**src/rtl/hpf_pkg.sv**
```systemverilog
package hpf_pkg;
    typedef enum logic [2:0] {
        ST_IDLE,
        ST_INFO,
        ST_PAY,
        ST_DROP,
        ST_STAT
    } hpf_state_e;

    localparam int          WORD_W      = 32;
    localparam int          BEAT_W      = 4 * WORD_W;
    localparam int          CRC_BYTES   = 4;
    localparam int          LENFIELD_W  = 14;
    localparam logic [4:0]  PKT_TYPE_C  = 5'b00111;
    localparam logic [11:0] PS_SIZE_C   = 12'h004;
    localparam logic [31:0] MARKER_C    = 32'h0000_FFFF;
endpackage

```
**src/rtl/hpf_meta.sv**
```systemverilog
module hpf_meta
    import hpf_pkg::*;
#(
    parameter int LEN_W = 14,
    localparam int CNT_W = LEN_W - 3
) (
    input  logic              clk,
    input  logic              rst_n,
    input  logic              capture,
    input  logic [3:0]        port_i,
    input  logic [2:0]        prio_i,
    input  logic [LEN_W-1:0]  len_i,
    input  logic [3:0]        err_i,
    input  logic              ovr_en_i,
    input  logic [7:0]        ovr_i,
    input  logic [7:0]        src_i,
    input  logic [63:0]       ts_i,
    input  logic [20:0]       csum_i,
    input  logic              cfg_strip_i,
    input  logic              cfg_kind_i,
    output logic [BEAT_W-1:0] info_beat,
    output logic [BEAT_W-1:0] stat_beat,
    output logic [3:0]        err_q,
    output logic [CNT_W-1:0]  out_beats,
    output logic [CNT_W-1:0]  in_beats,
    output logic [3:0]        tail_bytes
);
    logic [7:0]       flow_q;
    logic             pass_q;
    logic             kind_q;
    logic [7:0]       src_q;
    logic [63:0]      ts_q;
    logic [20:0]      csum_q;
    logic [LEN_W-1:0] len_q;
    logic [7:0]       flow_d;
    logic [LEN_W-1:0] eff_len;
    logic [LEN_W:0]   in_sum;
    logic [LEN_W:0]   out_sum;

    always_comb begin
        if (ovr_en_i) flow_d = ovr_i;
        else          flow_d = {2'b00, 3'(port_i - 4'd1), prio_i};
    end

    always_ff @(posedge clk or negedge rst_n) begin
        if (!rst_n) begin
            flow_q <= '0;
            pass_q <= 1'b1;
            kind_q <= 1'b0;
            src_q  <= '0;
            ts_q   <= '0;
            csum_q <= '0;
            len_q  <= '0;
            err_q  <= '0;
        end else if (capture) begin
            flow_q <= flow_d;
            pass_q <= !(cfg_strip_i && (err_i == 4'd0));
            kind_q <= cfg_kind_i;
            src_q  <= src_i;
            ts_q   <= ts_i;
            csum_q <= csum_i;
            len_q  <= len_i;
            err_q  <= err_i;
        end
    end

    always_comb begin
        eff_len    = pass_q ? len_q : (len_q - LEN_W'(CRC_BYTES));
        in_sum     = {1'b0, len_q}   + (LEN_W+1)'(15);
        out_sum    = {1'b0, eff_len} + (LEN_W+1)'(15);
        in_beats   = in_sum[LEN_W:4];
        out_beats  = out_sum[LEN_W:4];
        tail_bytes = eff_len[3:0];
        info_beat  = {
            {8'h00, src_q, 16'h0000},
            MARKER_C,
            {PS_SIZE_C, 6'b0, LENFIELD_W'(eff_len)},
            {PKT_TYPE_C, 3'b000, pass_q, kind_q, 14'b0, flow_q}
        };
        stat_beat  = {32'h0, {11'b0, csum_q}, ts_q[63:32], ts_q[31:0]};
    end

    // Stripping only applies to clean packets, so an errored packet keeps its CRC
    AST_ERR_KEEPS_CRC: assert property (@(posedge clk) disable iff (!rst_n)
        $past(capture) && ($past(err_i) != 4'd0) |-> pass_q) else $error("strip on errored");
endmodule

```
**src/rtl/hpf_beat_ctr.sv**
```systemverilog
module hpf_beat_ctr #(
    parameter int CNT_W = 11
) (
    input  logic             clk,
    input  logic             rst_n,
    input  logic             load,
    input  logic [CNT_W-1:0] load_out,
    input  logic [CNT_W-1:0] load_in,
    input  logic             dec_out,
    input  logic             dec_in,
    output logic             last_out,
    output logic             last_in
);
    logic [CNT_W-1:0] out_left;
    logic [CNT_W-1:0] in_left;

    always_ff @(posedge clk or negedge rst_n) begin
        if (!rst_n) begin
            out_left <= '0;
            in_left  <= '0;
        end else if (load) begin
            out_left <= load_out;
            in_left  <= load_in;
        end else begin
            if (dec_out) out_left <= out_left - CNT_W'(1);
            if (dec_in)  in_left  <= in_left  - CNT_W'(1);
        end
    end

    assign last_out = (out_left == CNT_W'(1));
    assign last_in  = (in_left  == CNT_W'(1));

    AST_NO_OUT_UNDERFLOW: assert property (@(posedge clk) disable iff (!rst_n)
        dec_out |-> (out_left != '0)) else $error("out beat underflow");
    AST_NO_IN_UNDERFLOW: assert property (@(posedge clk) disable iff (!rst_n)
        dec_in |-> (in_left != '0)) else $error("in beat underflow");
endmodule

```
**src/rtl/hpf_fsm.sv**
```systemverilog
module hpf_fsm
    import hpf_pkg::*;
(
    input  logic clk,
    input  logic rst_n,
    input  logic hdr_valid,
    input  logic pay_valid,
    input  logic out_ready,
    input  logic last_out,
    input  logic last_in,
    output logic hdr_ready,
    output logic pay_ready,
    output logic out_valid,
    output logic out_sop,
    output logic out_eop,
    output logic sel_pay,
    output logic capture,
    output logic dec_out,
    output logic dec_in
);
    hpf_state_e state_q;
    hpf_state_e state_d;

    always_ff @(posedge clk or negedge rst_n) begin
        if (!rst_n) state_q <= ST_IDLE;
        else        state_q <= state_d;
    end

    always_comb begin
        state_d = state_q;
        unique case (state_q)
            ST_IDLE: if (hdr_valid) state_d = ST_INFO;
            ST_INFO: if (out_ready) state_d = ST_PAY;
            ST_PAY:  if (pay_valid && out_ready && last_out)
                         state_d = last_in ? ST_STAT : ST_DROP;
            ST_DROP: if (pay_valid && last_in) state_d = ST_STAT;
            ST_STAT: if (out_ready) state_d = ST_IDLE;
            default: state_d = ST_IDLE;
        endcase
    end

    always_comb begin
        hdr_ready = 1'b0;
        pay_ready = 1'b0;
        out_valid = 1'b0;
        out_sop   = 1'b0;
        out_eop   = 1'b0;
        sel_pay   = 1'b0;
        capture   = 1'b0;
        dec_out   = 1'b0;
        dec_in    = 1'b0;
        unique case (state_q)
            ST_IDLE: begin
                hdr_ready = 1'b1;
                capture   = hdr_valid;
            end
            ST_INFO: begin
                out_valid = 1'b1;
                out_sop   = 1'b1;
            end
            ST_PAY: begin
                sel_pay   = 1'b1;
                out_valid = pay_valid;
                pay_ready = out_ready;
                dec_out   = pay_valid && out_ready;
                dec_in    = pay_valid && out_ready;
            end
            ST_DROP: begin
                pay_ready = 1'b1;
                dec_in    = pay_valid;
            end
            ST_STAT: begin
                out_valid = 1'b1;
                out_eop   = 1'b1;
            end
            default: ;
        endcase
    end

    AST_SOP_EOP_APART: assert property (@(posedge clk) disable iff (!rst_n)
        !(out_sop && out_eop)) else $error("sop and eop together");
    AST_DROP_SILENT: assert property (@(posedge clk) disable iff (!rst_n)
        (pay_ready && !out_ready) |-> !out_valid) else $error("surplus beat emitted");
endmodule

```
**src/rtl/hostpkt_framer.sv**
```systemverilog
module hostpkt_framer
    import hpf_pkg::*;
#(
    parameter int LEN_W = 14
) (
    input  logic              clk,
    input  logic              rst_n,
    input  logic              hdr_valid,
    output logic              hdr_ready,
    input  logic [3:0]        hdr_port,
    input  logic [2:0]        hdr_prio,
    input  logic [LEN_W-1:0]  hdr_len,
    input  logic [3:0]        hdr_err,
    input  logic              hdr_flow_ovr_en,
    input  logic [7:0]        hdr_flow_ovr,
    input  logic [7:0]        hdr_src_id,
    input  logic [63:0]       hdr_tstamp,
    input  logic [20:0]       hdr_csum,
    input  logic              cfg_crc_strip,
    input  logic              cfg_crc_castagnoli,
    input  logic              pay_valid,
    output logic              pay_ready,
    input  logic [127:0]      pay_data,
    output logic              out_valid,
    input  logic              out_ready,
    output logic [127:0]      out_data,
    output logic              out_sop,
    output logic              out_eop,
    output logic [3:0]        out_bytes,
    output logic [3:0]        out_err
);
    localparam int CNT_W = LEN_W - 3;

    logic [BEAT_W-1:0] info_beat;
    logic [BEAT_W-1:0] stat_beat;
    logic [3:0]        err_q;
    logic [CNT_W-1:0]  out_beats;
    logic [CNT_W-1:0]  in_beats;
    logic [3:0]        tail_bytes;
    logic              sel_pay;
    logic              capture;
    logic              dec_out;
    logic              dec_in;
    logic              last_out;
    logic              last_in;
    logic              capture_q;

    hpf_meta #(.LEN_W(LEN_W)) u_meta (
        .clk(clk), .rst_n(rst_n), .capture(capture),
        .port_i(hdr_port), .prio_i(hdr_prio), .len_i(hdr_len), .err_i(hdr_err),
        .ovr_en_i(hdr_flow_ovr_en), .ovr_i(hdr_flow_ovr), .src_i(hdr_src_id),
        .ts_i(hdr_tstamp), .csum_i(hdr_csum),
        .cfg_strip_i(cfg_crc_strip), .cfg_kind_i(cfg_crc_castagnoli),
        .info_beat(info_beat), .stat_beat(stat_beat), .err_q(err_q),
        .out_beats(out_beats), .in_beats(in_beats), .tail_bytes(tail_bytes)
    );

    // Counters load one cycle after capture, when the registered length is visible
    always_ff @(posedge clk or negedge rst_n) begin
        if (!rst_n) capture_q <= 1'b0;
        else        capture_q <= capture;
    end

    hpf_beat_ctr #(.CNT_W(CNT_W)) u_ctr (
        .clk(clk), .rst_n(rst_n), .load(capture_q),
        .load_out(out_beats), .load_in(in_beats),
        .dec_out(dec_out), .dec_in(dec_in),
        .last_out(last_out), .last_in(last_in)
    );

    hpf_fsm u_fsm (
        .clk(clk), .rst_n(rst_n), .hdr_valid(hdr_valid), .pay_valid(pay_valid),
        .out_ready(out_ready), .last_out(last_out), .last_in(last_in),
        .hdr_ready(hdr_ready), .pay_ready(pay_ready), .out_valid(out_valid),
        .out_sop(out_sop), .out_eop(out_eop), .sel_pay(sel_pay),
        .capture(capture), .dec_out(dec_out), .dec_in(dec_in)
    );

    always_comb begin
        if (out_sop)      out_data = info_beat;
        else if (out_eop) out_data = stat_beat;
        else if (sel_pay) out_data = pay_data;
        else              out_data = '0;
        out_bytes = (sel_pay && last_out) ? tail_bytes : 4'd0;
        out_err   = out_eop ? err_q : 4'd0;
    end

    AST_HOLD_ON_STALL: assert property (@(posedge clk) disable iff (!rst_n)
        (out_valid && !out_ready && (out_sop || out_eop)) |=> (out_valid && $stable(out_data))) else $error("beat lost on stall");
    AST_NO_INTERLEAVE: assert property (@(posedge clk) disable iff (!rst_n)
        (out_valid && out_ready && out_sop) |=> !hdr_ready) else $error("header accepted mid packet");
    AST_EOP_FREES: assert property (@(posedge clk) disable iff (!rst_n)
        (out_valid && out_ready && out_eop) |=> hdr_ready) else $error("not idle after eop");
    AST_BYTES_ONLY_LAST: assert property (@(posedge clk) disable iff (!rst_n)
        (out_bytes != 4'd0) |-> (out_valid && !out_sop && !out_eop)) else $error("byte count off last beat");
    AST_ERR_ONLY_EOP: assert property (@(posedge clk) disable iff (!rst_n)
        (out_err != 4'd0) |-> out_eop) else $error("error code off eop");
endmodule

```
**config.mk**
```make
export PLATFORM = sky130hd
export DESIGN_NAME = hostpkt_framer
export DESIGN_NICKNAME = d
export VERILOG_FILES = /design/src/rtl/hpf_pkg.sv /design/src/rtl/hpf_meta.sv /design/src/rtl/hpf_beat_ctr.sv /design/src/rtl/hpf_fsm.sv /design/src/rtl/hostpkt_framer.sv
export SDC_FILE = /design/constraint.sdc
export NUM_CORES = 1
export LEC_CHECK = 0
export BUFFER_PORTS_ARGS = -buffer_cell sky130_fd_sc_hd__buf_2
export CAP_MARGIN = 30
export CORE_AREA = 2 2 156 158
export CTS_BUF_LIST = sky130_fd_sc_hd__clkbuf_4
export CTS_CLUSTER_SIZE = 30
export DETAILED_ROUTE_END_ITERATION = 8
export DIE_AREA = 0 0 158 160
export PLACE_DENSITY = 0.73
export SKIP_CTS_REPAIR_TIMING = 1
export SLEW_MARGIN = 10
export SYNTH_ARGS = -nofsm -noshare
export SYNTH_HDL_FRONTEND = slang
export SYNTH_SLANG_ARGS = --single-unit
```
**constraint.sdc**
```tcl
create_clock -name clk -period 3.4 [get_ports clk]
set_input_delay 0.68 -clock clk [delete_from_list [all_inputs] [get_ports clk]]
set_output_delay 0.68 -clock clk [all_outputs]
set_load 0.05 [all_outputs]
```
After elaboration in Yosys (flattened, before gate mapping). Cells that the tools add are included.

Output and inout port bits: 141. Bits in registers: 147.

Eq/ne operators: 11. Reduce and logical (&&, ||, !) cells: 12. Multiplexer cells: 27. Add/subtract/negate cells: 6.

Operators with widths (number): $mux W128 (3); $mux W11 (4); $add A14 B4 Y15 const B (2); $eq A11 B1 Y1 const B (2); $sub A11 B1 Y11 const B (2); $mux W3 (6); $pmux W3 S5 (1); $mux W14 (1); $sub A14 B3 Y14 const B (1); $mux W4 (2); $mux W8 (1); $eq A3 B2 Y1 const B (2); $mux W1 (6); $ne A2 B2 Y1 const B (3); $pmux W1 S2 (3); $logic_and A1 B1 Y1 (5); $reduce_and A5 Y1 (1); $logic_not A4 Y1 (1); $ne A2 B1 Y1 const B (2); $reduce_bool A2 Y1 (2); $eq A3 B1 Y1 const B (1); $eq A3 B3 Y1 const B (1); $logic_not A3 Y1 (1); $sub A3 B1 Y3 const B (1); other kinds (2) (2).

Longest topological paths before layout. Gate-level depths: netlist (run 1).

Depth in word-level cells: 5. Depth in mapped cells: 9. Gate-level depth less buffers: 8.

Cells and area by module. From an unflattened synthesis (run 1), not the netlist that was laid out.

Cells, all modules: 1299. Area, all modules: 11622.4 um^2.

Modules (own cells, without submodules): hpf_meta (cells an instance 544, area each 6451.2 um^2, instances 1); hostpkt_framer (cells an instance 592, area each 3693.5 um^2, instances 1); hpf_beat_ctr (cells an instance 132, area each 1231.2 um^2, instances 1); hpf_fsm (cells an instance 31, area each 246.5 um^2, instances 1).

Worst setup path before layout (run 1). Ideal clock, no wire load.

Path kind: flip-flop to output port. Start: register u_meta.len_q[2]. End: output port out_data[44]. Data required time: 2720 ps. Data arrival time: 3251 ps. Path slack: -531 ps. Stages on the path, launching flop included: 10. Buffers on the path: 1. Cells stage by stage: dfrtp_1 -> clkbuf_1 -> inv_1 -> ha_1 -> or4b_4 -> or3_4 -> nor3_2 -> xor2_1 -> a22oi_1 -> o21ai_0.

Word-level cells in the longest chain between the ends: 3.

Ends and longest elaborated chain: start: declaration (line hpf_meta.sv:34) `logic [LEN_W-1:0] len_q;`; start signal: assignment (line hpf_meta.sv:62) `len_q <= len_i;`; $sub A14 B3 Y14 (line hpf_meta.sv:68) `eff_len = pass_q ? len_q : (len_q - LEN_W'(CRC_BYTES));`; $mux W14 (line hpf_meta.sv:68); $mux W128 (line hostpkt_framer.sv:80) `if (out_sop) out_data = info_beat;`; end: declaration (line hostpkt_framer.sv:26) `output logic [127:0] out_data,`.

No other way between the ends.

Worst setup path in the final report (run 1).
Start: register u_meta.len_q[3]. End: output port out_data[44].

Same word-level chain as after synthesis.

==> results of run 1 <==
[metal layers]
| layer | vias up | wire length, um | track usage |
|---|---|---|---|
| li1 | 4227 | - | - |
| met1 | 4094 | 12400 | 0.302 |
| met2 | 379 | 14500 | 0.374 |
| met3 | 43 | 2110 | 0.0442 |
| met4 | 2 | 650 | 0.0729 |
| met5 | - | 13 | 0 |
[cell type report]
class	instances	area [um^2]
clock inverters	15	148
repair buffers	441	2450
diodes	3	7.51
inverters	11	43.8
flip-flops and latches	147	3680
multi-input cells	811	4470
well taps	324	405
clock buffers	17	128
fillers	2371	12500
[state kept, by name, summed over array words and instances, names as in the netlist]
name and cells:
u_meta.ts_q 64, capture_q 1, u_fsm.state_q 3, u_meta.src_q 8
u_ctr.in_left 11, u_meta.len_q 14, u_meta.kind_q 1, u_meta.flow_q 8
u_meta.err_q 4, u_meta.pass_q 1, u_ctr.out_left 11, u_meta.csum_q 21
[critical path, delay by kind of cell, from the launching register on]
kind	cells	cell delay (ns)
compound gates	2	0.28
fa+ha+maj	1	0.13
xor+xnor	1	0.24
simple gates	3	1.06
flops	1	0.42
buf+inv	2	0.29
[cells in the final DEF (no fill, tap or decap), types with 4 or more instances in the layout]
cell type and instances:
buf_4 33, mux2i_1 12, buf_12 7, buf_6 8, or3_1 5, clkbuf_4 19, nand3_1 10, nor4_1 5
xnor2_1 21, a22oi_1 20, and2_1 42, o21ai_1 4, inv_1 8, xor2_1 16, o21ai_0 60, nor2b_1 4
a21oi_1 34, nand2_1 408, buf_2 391, ha_1 6, nor3_1 11, nand4_1 4, inv_6 4, nand2b_1 7
nor2_1 26, a22o_1 50, dfrtp_1 145
[worst paths after layout]
kind / startpoint / slack (ns) / endpoint / cells past startpoint
max: u_meta.len_q[3]$_DFFE_PN0P_ / -0.25 / out_data[44] / 9
min: rst_n / 0.12 / u_meta.src_q[2]$_DFFE_PN0P_ / 1
max reg2reg: u_meta.len_q[3]$_DFFE_PN0P_ / 0.45 / u_ctr.out_left[9]$_DFFE_PN0P_ / 12
min reg2reg: u_meta.err_q[3]$_DFFE_PN0P_ / 0.48 / u_meta.err_q[3]$_DFFE_PN0P_ / 2
max in group asynchronous: rst_n / 2.43 / u_meta.flow_q[7]$_DFFE_PN0P_ / 2
min in group clk: hdr_tstamp[53] / 0.28 / u_meta.ts_q[53]$_DFFE_PN0P_ / 3
[report_power, final]
| part | internal (W) | switching, W |
|---|---|---|
| clock network | 0.000386 | 0.000735 |
| registers | 0.00255 | 0.000691 |
| logic | 0.00227 | 0.00546 |
[per-stage QoR]
| step | power [W] | util | instance area, um^2 | hold WS (ns) |
|---|---|---|---|---|
| after detailed placement | 0.0107 | 0.453 | 10800 | 0.455 |
| final | 0.0121 | 0.476 | 11300 | 0.120 |
| after CTS | 0.0118 | 0.464 | 11100 | 0.122 |
| after floorplan | 0.00865 | - | 8360 | 0.384 |
| after global routing | 0.0129 | 0.476 | 11300 | 0.116 |
| after global placement | 0.0105 | 0.453 | 10800 | 0.452 |
[cells in the mapped netlist (all sizes together) (2+ instances only)]
cell type / n / area [um^2]
nand2: 409 / 1540
dfrtp: 146 / 3650
o21ai: 66 / 330
clkbuf: 65 / 245
a22o: 50 / 438
and2: 42 / 263
a21oi: 34 / 170
nor2: 29 / 109
xnor2: 24 / 225
a22oi: 21 / 158
xor2: 19 / 166
nor3: 15 / 91.3
buf: 12 / 66.3
mux2i: 12 / 120
inv: 11 / 41.3
nand3: 11 / 55.1
ha: 7 / 87.6
nand2b: 7 / 43.8
nor4: 7 / 73.8
nor2b: 6 / 37.5
or3: 6 / 42.5
a211oi: 4 / 35.0
nand4: 4 / 25.0
a31o: 3 / 26.3
a31oi: 3 / 18.8
and3: 3 / 18.8
nor3b: 3 / 27.5
o21a: 3 / 22.5
a21o: 2 / 17.5
and4: 2 / 17.5
nand3b: 2 / 15.0
or3b: 2 / 17.5
or4: 2 / 15.0
or4b: 2 / 23.8
[cell families after synthesis]
logic type / after synthesis
multiplexers: 13
AO/OA/AOI/OAI: 194
XOR/XNOR: 43
flip-flops: 147
AND/OR/NAND/NOR: 554
buffers and inverters: 88
adder cells (fa/ha/maj): 7
==> run metrics, run 1 <==
outcome=finished, violations left; failing checks=negative setup slack; Achievable Freq=274 MHz; width of the die=158 um; GPL Wtd Cong=approximately 0.87; Ports=approximately 400; skew final=0.0229 ns; nets=1698; share of cells above drive strength 1=0.356; library cells used by synthesis=a little under 60; # port buffers=401; Total Neg Setup Slack=-0.482 ns; Vias=8745; placed cells=1720; Static Leak=roughly 6 nW; die area=0.0253 mm^2; Clock Latency Late Sink=about 0.56 ns; CP max stage cell=or4b_4; largest family of logic cells by synthesized area=simple AND/OR/NAND/NOR gates; vias in the first global route=8317; initial antenna violation count=4; Place WS=~0.17 ns; Final Cycle Share=1.07; Syn Inst Count=between 1000 and 1500; RSZ-0062 raised after global routing=yes; xor/xnor share of the synthesized area=0.0469; post-synthesis net count=roughly 1300; clk buf depth=2; Layout Cells excl Fill=1769; endpoints failing setup=4; clock root buffer=clkbuf_4; Final Hold Fails=0; Seq cells post-synth=147; Inserted Clock Buffers=17; detailed-route DRC error count=0; Avg Cell Area, Syn=7.99 um^2; Hold Crit Class=in2async; Tightest Pin Transition=~0.87 ns; crit-path max cell delay=0.45 ns; wire length per cell=16.8 um; mux cell area share after synthesis=0.0157; adder-cell share of the synthesized area=0.0105; CTS tree=done; simple-gate share of the synthesized area=0.291; CP Cell Sequence=inv_2, ha_4, or4b_4, or3_4, nor3_4, xor2_2, a22oi_1, o21ai_1, buf_6; Routed Antenna Nets=0; Iter 0 DRT Violations=644; CP Max Fanout=4; max_slew headroom=0.411; first-pass GRT wire length=44600 um; total power per unit cell area=1070 mW/mm^2; Setup crit end kind=output pin; final wirelength=between 20000 and 30000 um; vias per cell=about 5; Area Overhead vs Synth=35.6%; Peak supply drop=0.932 mV; Post-synth EDFFs=0; chip height=about 160 um; Synth Area in Compound Gates=0.154; largest net degree at the start of global routing=between 100 and 150; Starting Density=0.351; Synth Flop Type=dfrtp_1; Req. time, crit path=about 2.7 ns; GRT Residual Overflow=0; Reg clk slew, reported paths=0.15 ns; ys async rst share=1.00; min Tclk post-route=approximately 3.6 ns; sequential fraction of the synthesis area=0.440; GRT Overall Usage=0.228; row cnt=57; area of the core=0.0238 mm^2; Mapped Area=0.00836 mm^2; CP Class=reg2out; Max-Cap Viols=0; Slew Viols, Final=0; DP Wirelength=21700 um; worst path arrival time=2.97 ns; H-tree Lvls=4; Worst setup SP type=register; final setup margin=-0.246 ns; yosys warns=0; Clock Sinks=147; DRT Pass-1 Iters=5
Power figures use the tool's default switching activity.
==> run 2: changes to the inputs <==
RECOVER_POWER = 100   (was not set)
==> run metrics, run 2 (same netlist as run 1, synthesis figures left out) <==
width of the die=158 um (unchanged); DRT Pass-1 Iters=5 (unchanged); most frequent cells in the layout=nand2_1, buf_2, dfrtp_1 (unchanged); GRT Residual Overflow=0 (unchanged); final setup margin=-0.249 ns (was -0.246 ns); vias in the first global route=8317 (unchanged); final wirelength=29700 um (about the same); FILL cells=2379 (was 2371); CP Class=reg2out (unchanged); commonest non-fill, non-tap cell in the layout=nand2_1 (unchanged); Setup crit end kind=output pin (unchanged); Clock Latency Late Sink=0.56 ns (about the same); Achievable Freq=274 MHz (about the same); Starting Density=0.351 (unchanged); max reg flops=64 (unchanged); Worst path top cell family by delay=simple AND/OR/NAND/NOR gates (unchanged); Ports=403 (unchanged); nets=1698 (unchanged); worst path arrival time=2.97 ns (about the same); Routed Antenna Nets=0 (unchanged); CP max stage cell=or4b_4 (unchanged); Iter 0 DRT Violations=652 (was 644); max_slew headroom=-0.466 (was 0.411); Final Cycle Share=1.07 (about the same); GRT Overall Usage=0.228 (unchanged); die area=0.0253 mm^2 (unchanged); crit-path max cell delay=0.46 ns (was 0.45 ns); outcome=finished, violations left (unchanged); Area after DPL=0.0108 mm^2 (unchanged); area of the multi-input gates=0.00447 mm^2 (unchanged); CP Cell Sequence=inv_2, ha_4, or4b_4, or3_4, nor3_4, xor2_2, a22oi_1, o21ai_1, buf_6 (unchanged); area of the core=0.0238 mm^2 (unchanged); chip height=160 um (unchanged); row cnt=57 (unchanged); detailed-route DRC error count=0 (unchanged); Vias=8748 (was 8745); clock root buffer=clkbuf_4 (unchanged); utilization after layout=0.474 (was 0.476); endpoints failing setup=4 (unchanged); vias per cell=4.95 (was 4.94); first-pass GRT wire length=44600 um (unchanged); CP bufs+invs=2 (unchanged); Static Leak=6.04 nW (was 6.05 nW); biggest regs=u_meta.ts_q: 64 flops, u_meta.csum_q: 21 flops, u_meta.len_q: 14 flops (unchanged); Area Overhead vs Synth=35.2% (was 35.6%); Req. time, crit path=2.72 ns (about the same); Final Hold Fails=0 (unchanged); wire length per cell=16.8 um (about the same); Top reg by flops=u_meta.ts_q (unchanged); Reg clk slew, reported paths=0.16 ns (was 0.15 ns); CTS tree=done (unchanged); Inserted Clock Buffers=17 (unchanged); Tightest Pin Transition=2.20 ns (was 0.873 ns); met2 WL=14500 um (about the same); Peak supply drop=0.932 mV (about the same); Reg area=0.00368 mm^2 (unchanged); Hold Crit Class=in2reg (was in2async); Highest Signal Layer=met5 (unchanged); Max-Cap Viols=1 (was 0); clk buf depth=2 (unchanged); total power per unit cell area=1070 mW/mm^2 (about the same); largest net degree at the start of global routing=125 (unchanged); met3 routed WL=2110 um (about the same); H-tree Lvls=4 (unchanged); Clock Sinks=147 (unchanged); CP Max Fanout=4 (unchanged); Worst setup SP type=register (unchanged); skew final=0.0224 ns (was 0.0229 ns); share of cells above drive strength 1=0.354 (was 0.356); # port buffers=401 (unchanged); Met1 Wirelength=12400 um (about the same); min Tclk post-route=3.65 ns (about the same); initial antenna violation count=4 (unchanged); Total Neg Setup Slack=-0.489 ns (was -0.482 ns); GPL Wtd Cong=0.872 (unchanged); DP Wirelength=21700 um (unchanged); Hold Slack=0.283 ns (was 0.120 ns); Final Instance Area=0.0113 mm^2 (about the same); RSZ-0062 raised after global routing=yes (unchanged); failing checks=max-capacitance violations, max-slew violations, negative setup slack (was negative setup slack); Slew Viols, Final=83 (was 0)
[run 2: final timing paths]
| check | from | endpoint | slack [ns] | cells past startpoint |
|---|---|---|---|---|
| max in group asynchronous | rst_n | u_meta.flow_q[7]$_DFFE_PN0P_ | 0.46 | 2 |
| worst max-delay path | u_meta.len_q[3]$_DFFE_PN0P_ | out_data[44] | -0.25 | 9 |
| worst max register to register | u_meta.len_q[3]$_DFFE_PN0P_ | u_ctr.out_left[9]$_DFFE_PN0P_ | 0.44 | 12 |
| worst min-delay path | hdr_tstamp[53] | u_meta.ts_q[53]$_DFFE_PN0P_ | 0.28 | 3 |
| min in group asynchronous | rst_n | u_meta.src_q[2]$_DFFE_PN0P_ | 0.69 | 1 |
| worst min register to register | u_meta.err_q[3]$_DFFE_PN0P_ | u_meta.err_q[3]$_DFFE_PN0P_ | 0.48 | 2 |
[run 2: area by class of cell]
class                           count  share of cell area
Antenna cell                        3            0.000664
Timing Repair Buffer              441               0.214
Sequential cell                   147               0.326
Tap cell                          324              0.0359
Multi-Input combinational cell    811               0.396
Clock inverter                     15              0.0131
Clock buffer                       17              0.0113
Inverter                           11             0.00388
[run 2: tightest hold or removal path: cells and delay by family]
family | cells | cell delay, ns
buf+inv | 1 | 0.07
simple gates | 2 | 0.08
[run 2: per-layer routing]
layer | vias up | GRT usage
met5 | - | 0
met4 | 2 | 0.0729
met3 | 44 | 0.0442
met2 | 370 | 0.374
met1 | 4103 | 0.302
li1 | 4229 | -
[run 2: stage by stage]
step	total power [W]	cells	worst slack, ns
CTS	0.0118	1752	-0.495
finish	0.0121	1769	-0.249
global placement	0.0105	1720	0.192
floorplan	0.00865	1046	-0.156
detailed placement	0.0107	1720	0.174
global route	0.0128	1768	-0.447
[run 2: power by group]
part           switching [W]  internal [W]  total (W)
Combinational        0.00546       0.00226    0.00772
Sequential          0.000690       0.00255    0.00324
Clock               0.000738      0.000386    0.00112
Total                0.00688       0.00519     0.0121
